### config.mk
export PLATFORM = sky130hd
export DESIGN_NAME = sckWsGen
export DESIGN_NICKNAME = d
export VERILOG_FILES = /design/src/rtl/sckWsPkg.sv /design/src/rtl/sckCtrl.sv /design/src/rtl/wsDatapath.sv /design/src/rtl/sckWsGen.sv
export SDC_FILE = /design/constraint.sdc
export NUM_CORES = 1
export LEC_CHECK = 0
export ABC_AREA = 1
export BUFFER_PORTS_ARGS = -buffer_cell sky130_fd_sc_hd__clkbuf_2
export CORE_MARGIN = 2
export CORE_UTILIZATION = 45
export DETAILED_ROUTE_END_ITERATION = 8
export PLACE_DENSITY_LB_ADDON = 0.12
export SYNTH_ARGS = -nofsm -noshare
export SYNTH_HDL_FRONTEND = slang
export SYNTH_SLANG_ARGS = --single-unit
### constraint.sdc
create_clock -name clk -period 5.7 [get_ports clk]
set_clock_uncertainty 0.2 [all_clocks]
set_input_delay 0.285 -clock clk [delete_from_list [all_inputs] [get_ports clk]]
set_output_delay 0.285 -clock clk [all_outputs]
set_load 0.005 [all_outputs]
### src/rtl/sckWsPkg.sv
package sckWsPkg;
  localparam int MAX_HALF = 32;
  localparam int CNT_W    = $clog2(2 * MAX_HALF);

  typedef struct packed {
    logic run;       // both enables set this cycle
    logic fallTick;  // bit clock falls at this edge
  } clkStrobes_t;

  function automatic logic [CNT_W-1:0] halfLenOf(input logic [1:0] sel);
    case (sel)
      2'd0:    halfLenOf = CNT_W'(16);
      2'd1:    halfLenOf = CNT_W'(24);
      default: halfLenOf = CNT_W'(32);
    endcase
  endfunction
endpackage

### src/rtl/sckCtrl.sv
module sckCtrl
  import sckWsPkg::*;
#(
  parameter int DIV_W = 8
) (
  input  logic             clk,
  input  logic             rstN,
  input  logic             blockEn,
  input  logic             clkEn,
  input  logic [DIV_W-1:0] divHalf,
  output logic             sckOut,
  output logic             sckRise,
  output logic             sckFall,
  output clkStrobes_t      strobes
);
  logic [DIV_W-1:0] divCnt;
  logic             run;
  logic             divWrap;
  logic             toggle;

  assign run     = blockEn & clkEn;
  assign divWrap = (divCnt >= divHalf);
  assign toggle  = run && divWrap;

  always_ff @(posedge clk) begin
    if (!rstN) begin
      divCnt  <= '0;
      sckOut  <= 1'b0;
      sckRise <= 1'b0;
      sckFall <= 1'b0;
    end else if (!run) begin
      divCnt  <= '0;
      sckOut  <= 1'b0;
      sckRise <= 1'b0;
      sckFall <= 1'b0;
    end else begin
      divCnt  <= divWrap ? '0 : divCnt + 1'b1;
      if (toggle) sckOut <= ~sckOut;
      sckRise <= toggle && !sckOut;
      sckFall <= toggle && sckOut;
    end
  end

  assign strobes.run      = run;
  assign strobes.fallTick = toggle && sckOut;

  assert_idle_R1: assert property (@(posedge clk) disable iff (!rstN)
    !(blockEn && clkEn) |=> (!sckOut && !sckRise && !sckFall));

  assert_strobe_excl_R4: assert property (@(posedge clk) disable iff (!rstN)
    !(sckRise && sckFall));

  assert_rise_level_R4: assert property (@(posedge clk) disable iff (!rstN)
    sckRise |-> (sckOut && !$past(sckOut)));

  assert_fall_level_R4: assert property (@(posedge clk) disable iff (!rstN)
    sckFall |-> (!sckOut && $past(sckOut)));

  assert_sck_moves_R3: assert property (@(posedge clk) disable iff (!rstN)
    (sckOut != $past(sckOut)) |-> (sckRise || sckFall || !$past(run)));
endmodule

### src/rtl/wsDatapath.sv
module wsDatapath
  import sckWsPkg::*;
(
  input  logic        clk,
  input  logic        rstN,
  input  logic [1:0]  resSel,
  input  clkStrobes_t strobes,
  output logic        wsOut,
  output logic        frameStart,
  output logic        rightStart
);
  logic [CNT_W-1:0] bitCnt;
  logic [CNT_W-1:0] halfLen;
  logic [CNT_W:0]   lastIdx;
  logic             frameLast;
  logic [CNT_W-1:0] nextCnt;

  assign halfLen   = halfLenOf(resSel);
  assign lastIdx   = {halfLen, 1'b0} - 1'b1;
  assign frameLast = ({1'b0, bitCnt} >= lastIdx);
  assign nextCnt   = frameLast ? '0 : bitCnt + 1'b1;

  always_ff @(posedge clk) begin
    if (!rstN || !strobes.run) begin
      bitCnt     <= '0;
      wsOut      <= 1'b0;
      frameStart <= 1'b0;
      rightStart <= 1'b0;
    end else if (strobes.fallTick) begin
      bitCnt     <= nextCnt;
      wsOut      <= (nextCnt >= halfLen);
      frameStart <= frameLast;
      rightStart <= (nextCnt == halfLen);
    end else begin
      frameStart <= 1'b0;
      rightStart <= 1'b0;
    end
  end

  assert_frame_edge_R7: assert property (@(posedge clk) disable iff (!rstN)
    frameStart |-> (!wsOut && $past(wsOut)));

  assert_right_edge_R8: assert property (@(posedge clk) disable iff (!rstN)
    rightStart |-> (wsOut && !$past(wsOut)));

  assert_pulse_excl_R5: assert property (@(posedge clk) disable iff (!rstN)
    !(frameStart && rightStart));
endmodule

### src/rtl/sckWsGen.sv
module sckWsGen
  import sckWsPkg::*;
#(
  parameter int DIV_W = 8
) (
  input  logic             clk,
  input  logic             rstN,
  input  logic             blockEn,
  input  logic             clkEn,
  input  logic [DIV_W-1:0] divHalf,
  input  logic [1:0]       resSel,
  output logic             sckOut,
  output logic             sckRise,
  output logic             sckFall,
  output logic             wsOut,
  output logic             frameStart,
  output logic             rightStart
);
  clkStrobes_t strobes;

  sckCtrl #(.DIV_W(DIV_W)) i_sckCtrl (
    .clk     (clk),
    .rstN    (rstN),
    .blockEn (blockEn),
    .clkEn   (clkEn),
    .divHalf (divHalf),
    .sckOut  (sckOut),
    .sckRise (sckRise),
    .sckFall (sckFall),
    .strobes (strobes)
  );

  wsDatapath i_wsDatapath (
    .clk        (clk),
    .rstN       (rstN),
    .resSel     (resSel),
    .strobes    (strobes),
    .wsOut      (wsOut),
    .frameStart (frameStart),
    .rightStart (rightStart)
  );

  assert_ws_on_fall_R6: assert property (@(posedge clk) disable iff (!rstN)
    (wsOut != $past(wsOut)) |-> (sckFall || !$past(blockEn && clkEn)));

  assert_ws_low_idle_R2: assert property (@(posedge clk) disable iff (!rstN)
    !(blockEn && clkEn) |=> (!wsOut && !frameStart && !rightStart));
endmodule

==> flow_metrics.tcl, run 1 <==
set metrics [dict create \
    status "completed" \
    drtPass1Iterations 4 \
    rr_worst_depth 13 \
    diodes 0 \
    cts_root_buf "clkbuf_4" \
    yosys.area.top_type "dfxtp_1" \
    ys_warn_count 0 \
    vias_per_cell 4.76 \
    cts-hold-fix-buffers 0 \
    place_congestion 0.856 \
    maxSlewViolCount 0 \
    criticalPathCategory "reg2reg" \
    syn_area_per_cell_sq_um 6.97 \
    wl_um 2320 \
    hold_path_startpoint "rstN" \
    yosysMostFrequentCell "nand2_1" \
    hold_class "in2reg" \
    grt_pass1_vias 1063 \
    rsz0062_at_grt "false" \
    die_x_um 56.7 \
    placedCellCount 227 \
    total_power_mw 0.241 \
    portBuffers 19 \
    fp.dieArea_sq_um 3210 \
    core_sq_um 2690 \
    initial_core_util_pct 46.4 \
    clockBufferDepth 2 \
    utilization_pct 52.2 \
    drt-initial-drc-count 46 \
    grt_usage_pct 16.6 \
    cts_tree "built" \
    grt_pass1_wl_um 4210 \
    final_cells 231 \
    holdPathStages 3 \
    drc_errors 0 \
    num_vias 1099 \
    hpwl_um 1880 \
    synthTopCellsByCount "nand2_1 (40), inv_1 (36), nor2_1 (26)" \
    crit_arrival_ps 2350 \
    drive_gt1_share_pct 14.5 \
    synth_ff_type "dfxtp_1" \
    p_leak_nw 0.763 \
    fin_ws_ps 3360 \
    wire_per_inst_um 10.0 \
    dp_slack_ps 3230 \
    yosysSeqAreaShare_pct 32.1 \
    h-tree-depth 1 \
    cp_max_fo 5 \
    cts_buffers 3 \
    synth.area.top_cells "dfxtp_1 (32%), ha_1 (15%), nand2_1 (12%)" \
    setup_viol 0 \
    ir_worst_vdd_v 0.000150 \
    fp-row-count 19 \
    r2r-end "i_wsDatapath.wsOut" \
    max_freq_ghz 0.427 \
    r2r_start "i_wsDatapath.bitCnt[5]" \
    clk_pin_slew_ps 110 \
    clock_latency_ps 300 \
    power.density_nw_per_um2 172 \
    cp-start-kind "flop" \
    worstMarginPinSlew_ps 400 \
    synth_seq_cells 20 \
    synth_edf_count 0 \
    syn2layout_area_growth_pct 12.4 \
    min_period_ps 2340 \
    ant_nets 0 \
    synthCells 179 \
    placed_cell_area_sq_um 1370 \
    fin_crit_sh_pct 41.1 \
    hold_slack_ps 85.1 \
    end_kind "flop" \
    fin_setup_tns_ps 0 \
    io_pins 20 \
    reg2reg_slack_ps 3360 \
    antenna_found_initial 0 \
    netlist_area_sq_um 1250 \
    slew_headroom_pct 73.3 \
    grt_max_degree 15 \
    finalHoldViolCount 0 \
    async_flop_share_pct 0 \
    fin_area_sq_um 1400 \
    ys_types 23 \
    grt-ovfl-total 0 \
    num-nets-final 230 \
    drv_cap 0 \
    clock_sinks 20 \
    yosys.area.top_type_share_pct 32.1 \
    whs_endpoint "i_sckCtrl.sckFall" \
    cts_setup_buffers 0 \
    synth_fp_nets 208 \
    crit_required_ps 5710 \
    die_h_um 56.7 \
    ctsResizeCount 0 \
    fillCellCount 280 \
]
[worst max path at each step]
| stage | from | cells past startpoint | to | slack, ps |
|---|---|---|---|---|
| 3_3_place_gp | resSel[1] | 15 | i_wsDatapath.wsOut | 3350 |
| 6_report | i_wsDatapath.bitCnt[5] | 13 | i_wsDatapath.wsOut | 3360 |
| 4_1_cts | i_wsDatapath.bitCnt[5] | 13 | i_wsDatapath.wsOut | 3350 |
| 5_1_grt | i_wsDatapath.bitCnt[5] | 13 | i_wsDatapath.wsOut | 3150 |
| 3_5_place_dp | resSel[1] | 15 | i_wsDatapath.wsOut | 3230 |
| 2_1_floorplan | resSel[1] | 14 | i_wsDatapath.wsOut | 3570 |
[routing by layer]
| metal | global-route usage [%] | wire length (um) |
|---|---|---|
| met4 | 8.16 | 50 |
| met5 | 0 | 0 |
| met3 | 1.38 | 63 |
| met1 | 18.7 | 986 |
| met2 | 30.9 | 1220 |
[cells in the final DEF, fill, tap and decap left out]
cell type / n
nand2_1: 40
inv_1: 36
nor2_1: 26
dfxtp_1: 20
clkbuf_2: 19
ha_1: 15
nand3_1: 8
nand4_1: 7
nor3_1: 6
a21oi_1: 4
xor2_1: 4
clkbuf_4: 3
o21ai_0: 1
o211ai_1: 1
or2_2: 1
nand2_2: 1
o21a_2: 1
nand2_4: 1
nand3_4: 1
nor2_2: 1
xnor2_1: 1
nor3b_1: 1
a211oi_1: 1
clkbuf_8: 1
[report_power, final]
| part | switching (mW) | internal [mW] |
|---|---|---|
| Sequential | 0.000460 | 0.140 |
| Clock | 0.0428 | 0.0390 |
| Combinational | 0.0103 | 0.00798 |
| Total | 0.0537 | 0.187 |
[final cells by class]
cell class	instances	area (sq um)	area share (%)
tap	31	38.8	2.77
sequential	20	400	28.5
inverter	36	135	9.63
multi-input combinational	121	697	49.7
timing repair buffer	19	95.1	6.78
clock buffer	4	36.3	2.59
[registers in the layout, indices dropped and copies added (netlist names)]
register / flops
i_sckCtrl.sckOut: 1
i_wsDatapath.frameStart: 1
i_wsDatapath.rightStart: 1
i_wsDatapath.wsOut: 1
i_sckCtrl.divCnt: 8
i_sckCtrl.sckFall: 1
i_sckCtrl.sckRise: 1
i_wsDatapath.bitCnt: 6
[kinds of logic (layout without fill, tap and decap cells)]
logic type,Yosys count,after routing,share of synthesized area [%]
buf+inv,38,59,12.0
simple gates,93,93,33.4
xor+xnor,5,5,3.51
fa+ha+maj,15,15,15.0
compound gates,8,8,3.91
flops,20,20,32.1
[worst max-delay path: stages, from the launching register on]
cell	delay [ps]
dfxtp_1	340
ha_1	310
a21oi_1	240
nand2_1	120
inv_1	130
nand3_1	90
inv_1	90
ha_1	230
nand2_1	80
nor2_1	50
a211oi_1	170
nand2_1	80
nor2_1	80
nor2_1	50
Note: power is estimated with default switching activity, not from simulation.
==> inputs of run 2 (changes only) <==
==> constraint.sdc (replaced) <==
create_clock -name clk -period 2 [get_ports clk]
set_clock_uncertainty 0.2 [all_clocks]
set_input_delay 0.1 -clock clk [delete_from_list [all_inputs] [get_ports clk]]
set_output_delay 0.1 -clock clk [all_outputs]
set_load 0.005 [all_outputs]
==> flow_metrics.tcl, run 2 (synthesized netlist as in run 1, its figures left out) <==
set metrics [dict create \
    drtPass1Iterations 4 \
    initial_core_util_pct 46.4 \
    final_cells 249 \
    whs_endpoint "i_sckCtrl.sckRise" \
    ir_worst_vdd_v 0.000322 \
    r2r-end "i_wsDatapath.wsOut" \
    cp-start-kind "flop" \
    final_common_cell "nand2_1" \
    die_x_um 56.7 \
    grt_usage_pct 17.9 \
    crit_required_ps 2020 \
    worstMarginPinSlew_ps 339 \
    status "finished with violations" \
    holdPathStages 5 \
    clock_sinks 20 \
    syn2layout_area_growth_pct 35.9 \
    p_leak_nw 0.869 \
    placedCellCount 239 \
    slew_headroom_pct 77.2 \
    num-nets-final 248 \
    portBuffers 19 \
    core_sq_um 2690 \
    finalHoldViolCount 0 \
    hold_class "in2reg" \
    antenna_found_initial 0 \
    cts_buffers 3 \
    vias_per_cell 5.02 \
    reg2reg_slack_ps -130 \
    r2r_start "i_wsDatapath.bitCnt[1]" \
    rr_worst_depth 11 \
    grt_max_degree 15 \
    multiInputGateArea_sq_um 830 \
    ant_nets 0 \
    place_congestion 0.900 \
    wl_um 2980 \
    setup_viol 2 \
    top_register "i_sckCtrl.divCnt" \
    min_period_ps 2130 \
    power.density_nw_per_um2 476 \
    hpwl_um 1950 \
    fp.dieArea_sq_um 3210 \
    fin_ws_ps -127 \
    clock_latency_ps 310 \
    largestRegisters "i_sckCtrl.divCnt (8), i_wsDatapath.bitCnt (6)" \
    end_kind "flop" \
    hold_path_startpoint "clkEn" \
    fin_crit_sh_pct 106 \
    grt-busiest-layer "met2" \
    met1_usage_pct 20.2 \
    maxSlewViolCount 0 \
    crit_arrival_ps 2140 \
    final_cell_mix "nand2_1 (35), inv_1 (34), nor2_1 (22)" \
    num_vias 1251 \
    rsz0062_at_grt "true" \
    diodes 0 \
    cts_root_buf "clkbuf_4" \
    grt_pass1_wl_um 4570 \
    clk_pin_slew_ps 120 \
    drive_gt1_share_pct 33.0 \
    wire_per_inst_um 12.0 \
    drv_cap 0 \
    violations "setup timing" \
    fillCellCount 237 \
    drt-initial-drc-count 61 \
    utilization_pct 63.1 \
    fp-row-count 19 \
    criticalPathCategory "reg2reg" \
    drc_errors 0 \
    die_h_um 56.7 \
    cts_tree "built" \
    grt-ovfl-total 0 \
    grt_pass1_vias 1175 \
    largest_reg_flops 8 \
    critPathLaunch "i_wsDatapath.bitCnt[1]" \
    clockBufferDepth 2 \
    grt_use_met2_pct 33.1 \
    seqCellArea_sq_um 407 \
    max_freq_ghz 0.470 \
    h-tree-depth 1 \
    cp_max_fo 3 \
    io_pins 20 \
    use_met3_pct 2.30 \
]
==> run 2: metrics by stage <==
stage | total power, mW | hold WS, ps | worst slack [ps] | area, sq um | TNS [ps]
floorplan | 0.447 | 84.5 | -5.15 | 1300 | -5.15
global placement | 0.469 | 202 | -120 | 1510 | -188
detailed placement | 0.471 | 202 | -227 | 1510 | -317
CTS | 0.809 | 49.8 | -99.7 | 1600 | -147
global route | 0.843 | 90.8 | -254 | 1700 | -435
finish | 0.806 | 68.7 | -127 | 1700 | -193
==> run 2: critical path, stage by stage (launching register included) <==
cell and delay, ps:
dfxtp_1 400, nand3_2 170, nor3_4 240, xor2_1 210
nor2_2 80, ha_4 230, nand2_4 80, nor2_2 50
a211oi_2 150, nand2_1 80, nor2_1 90, nor2_1 50
==> run 2: what timing repair did <==
action	in CTS	in global routing
endpoints found under the setup margin	2	2
hold buffers	1	0
buffers inserted	2	3
hold endpoints to repair	4	0
gates resized for setup	6	16
pin swaps	7	3
==> run 2: worst max-delay path by stage <==
stage          cells past startpoint                  to
2_1_floorplan                     15  i_wsDatapath.wsOut
3_3_place_gp                      16  i_wsDatapath.wsOut
3_5_place_dp                      15  i_wsDatapath.wsOut
4_1_cts                           15  i_wsDatapath.wsOut
5_1_grt                           11  i_wsDatapath.wsOut
6_report                          11  i_wsDatapath.wsOut
==> run 2: final cells by class <==
type | instances | area share [%]
sequential | 20 | 24.0
tap | 31 | 2.29
clock inverter | 1 | 1.77
timing repair buffer | 37 | 13.7
multi-input combinational | 121 | 48.9
clock buffer | 3 | 1.33
inverter | 36 | 7.97
==> run 2: power by group <==
| group | total [mW] | internal [mW] | switching [mW] |
|---|---|---|---|
| Sequential | 0.399 | 0.398 | 0.00124 |
| Combinational | 0.0730 | 0.0336 | 0.0394 |
| Clock | 0.334 | 0.203 | 0.132 |
==> run 2: per-layer routing <==
metal  share of wire [%]  wire length, um  vias up
met5                   0                0        -
met4                 2.0               59        0
met3                 4.0              118        9
met2                  54             1610       35
met1                  40             1190      565
li1                    -                -      642
==> inputs of run 3 (changes only) <==
--- a/config.mk
+++ b/config.mk
@@ -8,9 +8,10 @@
 export ABC_AREA = 1
 export BUFFER_PORTS_ARGS = -buffer_cell sky130_fd_sc_hd__clkbuf_2
 export CORE_MARGIN = 2
-export CORE_UTILIZATION = 45
+export CORE_UTILIZATION = 40
 export DETAILED_ROUTE_END_ITERATION = 8
 export PLACE_DENSITY_LB_ADDON = 0.12
+export SKIP_LAST_GASP = 1
 export SYNTH_ARGS = -nofsm -noshare
 export SYNTH_HDL_FRONTEND = slang
 export SYNTH_SLANG_ARGS = --single-unit
==> flow_metrics.tcl, run 3 (synthesized netlist as in run 1, its figures left out) <==
set metrics [dict create \
    status "finished with violations" \
    violations "setup timing" \
    antenna_found_initial 0 \
    die_h_um 59.8 \
    power.density_nw_per_um2 471 \
    whs_endpoint "i_sckCtrl.sckRise" \
    end_kind "flop" \
    drtPass1Iterations 4 \
    cts_tree "built" \
    r2r-end "i_wsDatapath.wsOut" \
    clk_pin_slew_ps 110 \
    setup_viol 2 \
    total_power_mw 0.797 \
    drive_gt1_share_pct 33.5 \
    placedCellCount 242 \
    num_vias 1177 \
    grt_pass1_wl_um 4430 \
    top_register "i_sckCtrl.divCnt" \
    cts_root_buf "clkbuf_4" \
    drc_errors 0 \
    crit_buf_inv 2 \
    seqCellArea_sq_um 407 \
    path_common_cell "nor2_1" \
    hold_class "in2reg" \
    max_freq_ghz 0.482 \
    largest_reg_flops 8 \
    hold_slack_ps 74.4 \
    reg2reg_slack_ps -70 \
    placed_cell_area_sq_um 1520 \
    hold_path_startpoint "clkEn" \
    clockBufferDepth 2 \
    io_pins 20 \
    largestRegisters "i_sckCtrl.divCnt (8), i_wsDatapath.bitCnt (6)" \
    grt_max_degree 15 \
    fp-row-count 20 \
    crit_required_ps 2010 \
    criticalPathCategory "reg2reg" \
    utilization_pct 56.3 \
    grt-ovfl-total 0 \
    fin_setup_tns_ps -87.1 \
    drv_cap 0 \
    ir_worst_vdd_v 0.000269 \
    drt-initial-drc-count 37 \
    critPathLaunch "i_wsDatapath.bitCnt[5]" \
    fin_crit_sh_pct 104 \
    vias_per_cell 4.69 \
    num-nets-final 248 \
    crit_arrival_ps 2090 \
    die_x_um 59.8 \
    multiInputGateArea_sq_um 821 \
    wl_um 2680 \
    r2r_start "i_wsDatapath.bitCnt[5]" \
    fillCellCount 291 \
    dp_slack_ps -243 \
    cp-start-kind "flop" \
    slew_headroom_pct 76.4 \
    crit_family "simple AND/OR/NAND/NOR gates" \
    p_leak_nw 0.853 \
    wire_per_inst_um 10.7 \
    cp_max_fo 3 \
    hpwl_um 1970 \
    ant_nets 0 \
    initial_core_util_pct 41.5 \
    syn2layout_area_growth_pct 35.6 \
    place_congestion 0.815 \
    grt_usage_pct 16.3 \
    fp.dieArea_sq_um 3580 \
    critPathMaxStageDelay_ps 350 \
    clock_latency_ps 300 \
    portBuffers 19 \
    grt_pass1_vias 1137 \
    worstPathCellList "ha_4, a21oi_2, nand2_4, inv_4, nand3_2, inv_2, ha_4, nand2_4, nor2_1, a211oi_2, nand2_1, nor2_1, nor2_1" \
    finalHoldViolCount 0 \
    final_cell_mix "nand2_1 (34), inv_1 (34), nor2_1 (23)" \
    clock_sinks 20 \
    fin_area_sq_um 1690 \
    fin_ws_ps -74.3 \
    maxSlewViolCount 0 \
    cts_buffers 3 \
    diodes 0 \
    rsz0062_at_grt "true" \
    worstMarginPinSlew_ps 351 \
    min_period_ps 2070 \
    core_sq_um 3000 \
    cpMaxStageDelayCell "dfxtp_2" \
    rr_worst_depth 13 \
    final_cells 251 \
    h-tree-depth 1 \
    holdPathStages 5 \
]
run 3: metal layers:
metal,vias up,share of wire (%),track usage (%)
li1,635,-,-
met1,514,43,17.3
met2,24,53,31.1
met3,4,3.4,3.90
met4,0,1.0,4.76
met5,-,0,0
run 3: power by group:
group | internal [mW] | total [mW] | switching, mW
Clock | 0.203 | 0.326 | 0.124
Combinational | 0.0324 | 0.0700 | 0.0376
Sequential | 0.399 | 0.401 | 0.00132
run 3: repair_timing:
item	CTS	global route
endpoints found under the hold margin	4	0
setup buffers	2	3
setup endpoints to repair	2	9
pin swaps	10	8
gates resized for setup	8	14
hold buffers	1	0
run 3: worst max-delay path by stage:
stage,end,slack [ps],cells after the start
finish,i_wsDatapath.wsOut,-70,13
global placement,i_wsDatapath.wsOut,-140,16
detailed placement,i_wsDatapath.wsOut,-240,15
floorplan,i_wsDatapath.wsOut,-5,15
global route,i_wsDatapath.wsOut,-180,13
CTS,i_wsDatapath.wsOut,-50,15
run 3: final cells by class:
type                            count  share of cell area (%)
Clock inverter                      1                    1.78
Multi-Input combinational cell    121                    48.5
Clock buffer                        3                    1.33
Sequential cell                    20                    24.0
Tap cell                           33                    2.44
Timing Repair Buffer               37                    13.8
Inverter                           36                    8.14
run 3: tightest hold or removal path: stages:
cell	delay (ps)
clkbuf_2	80
nand2_1	90
inv_1	120
nand2_1	110
nor3_1	40
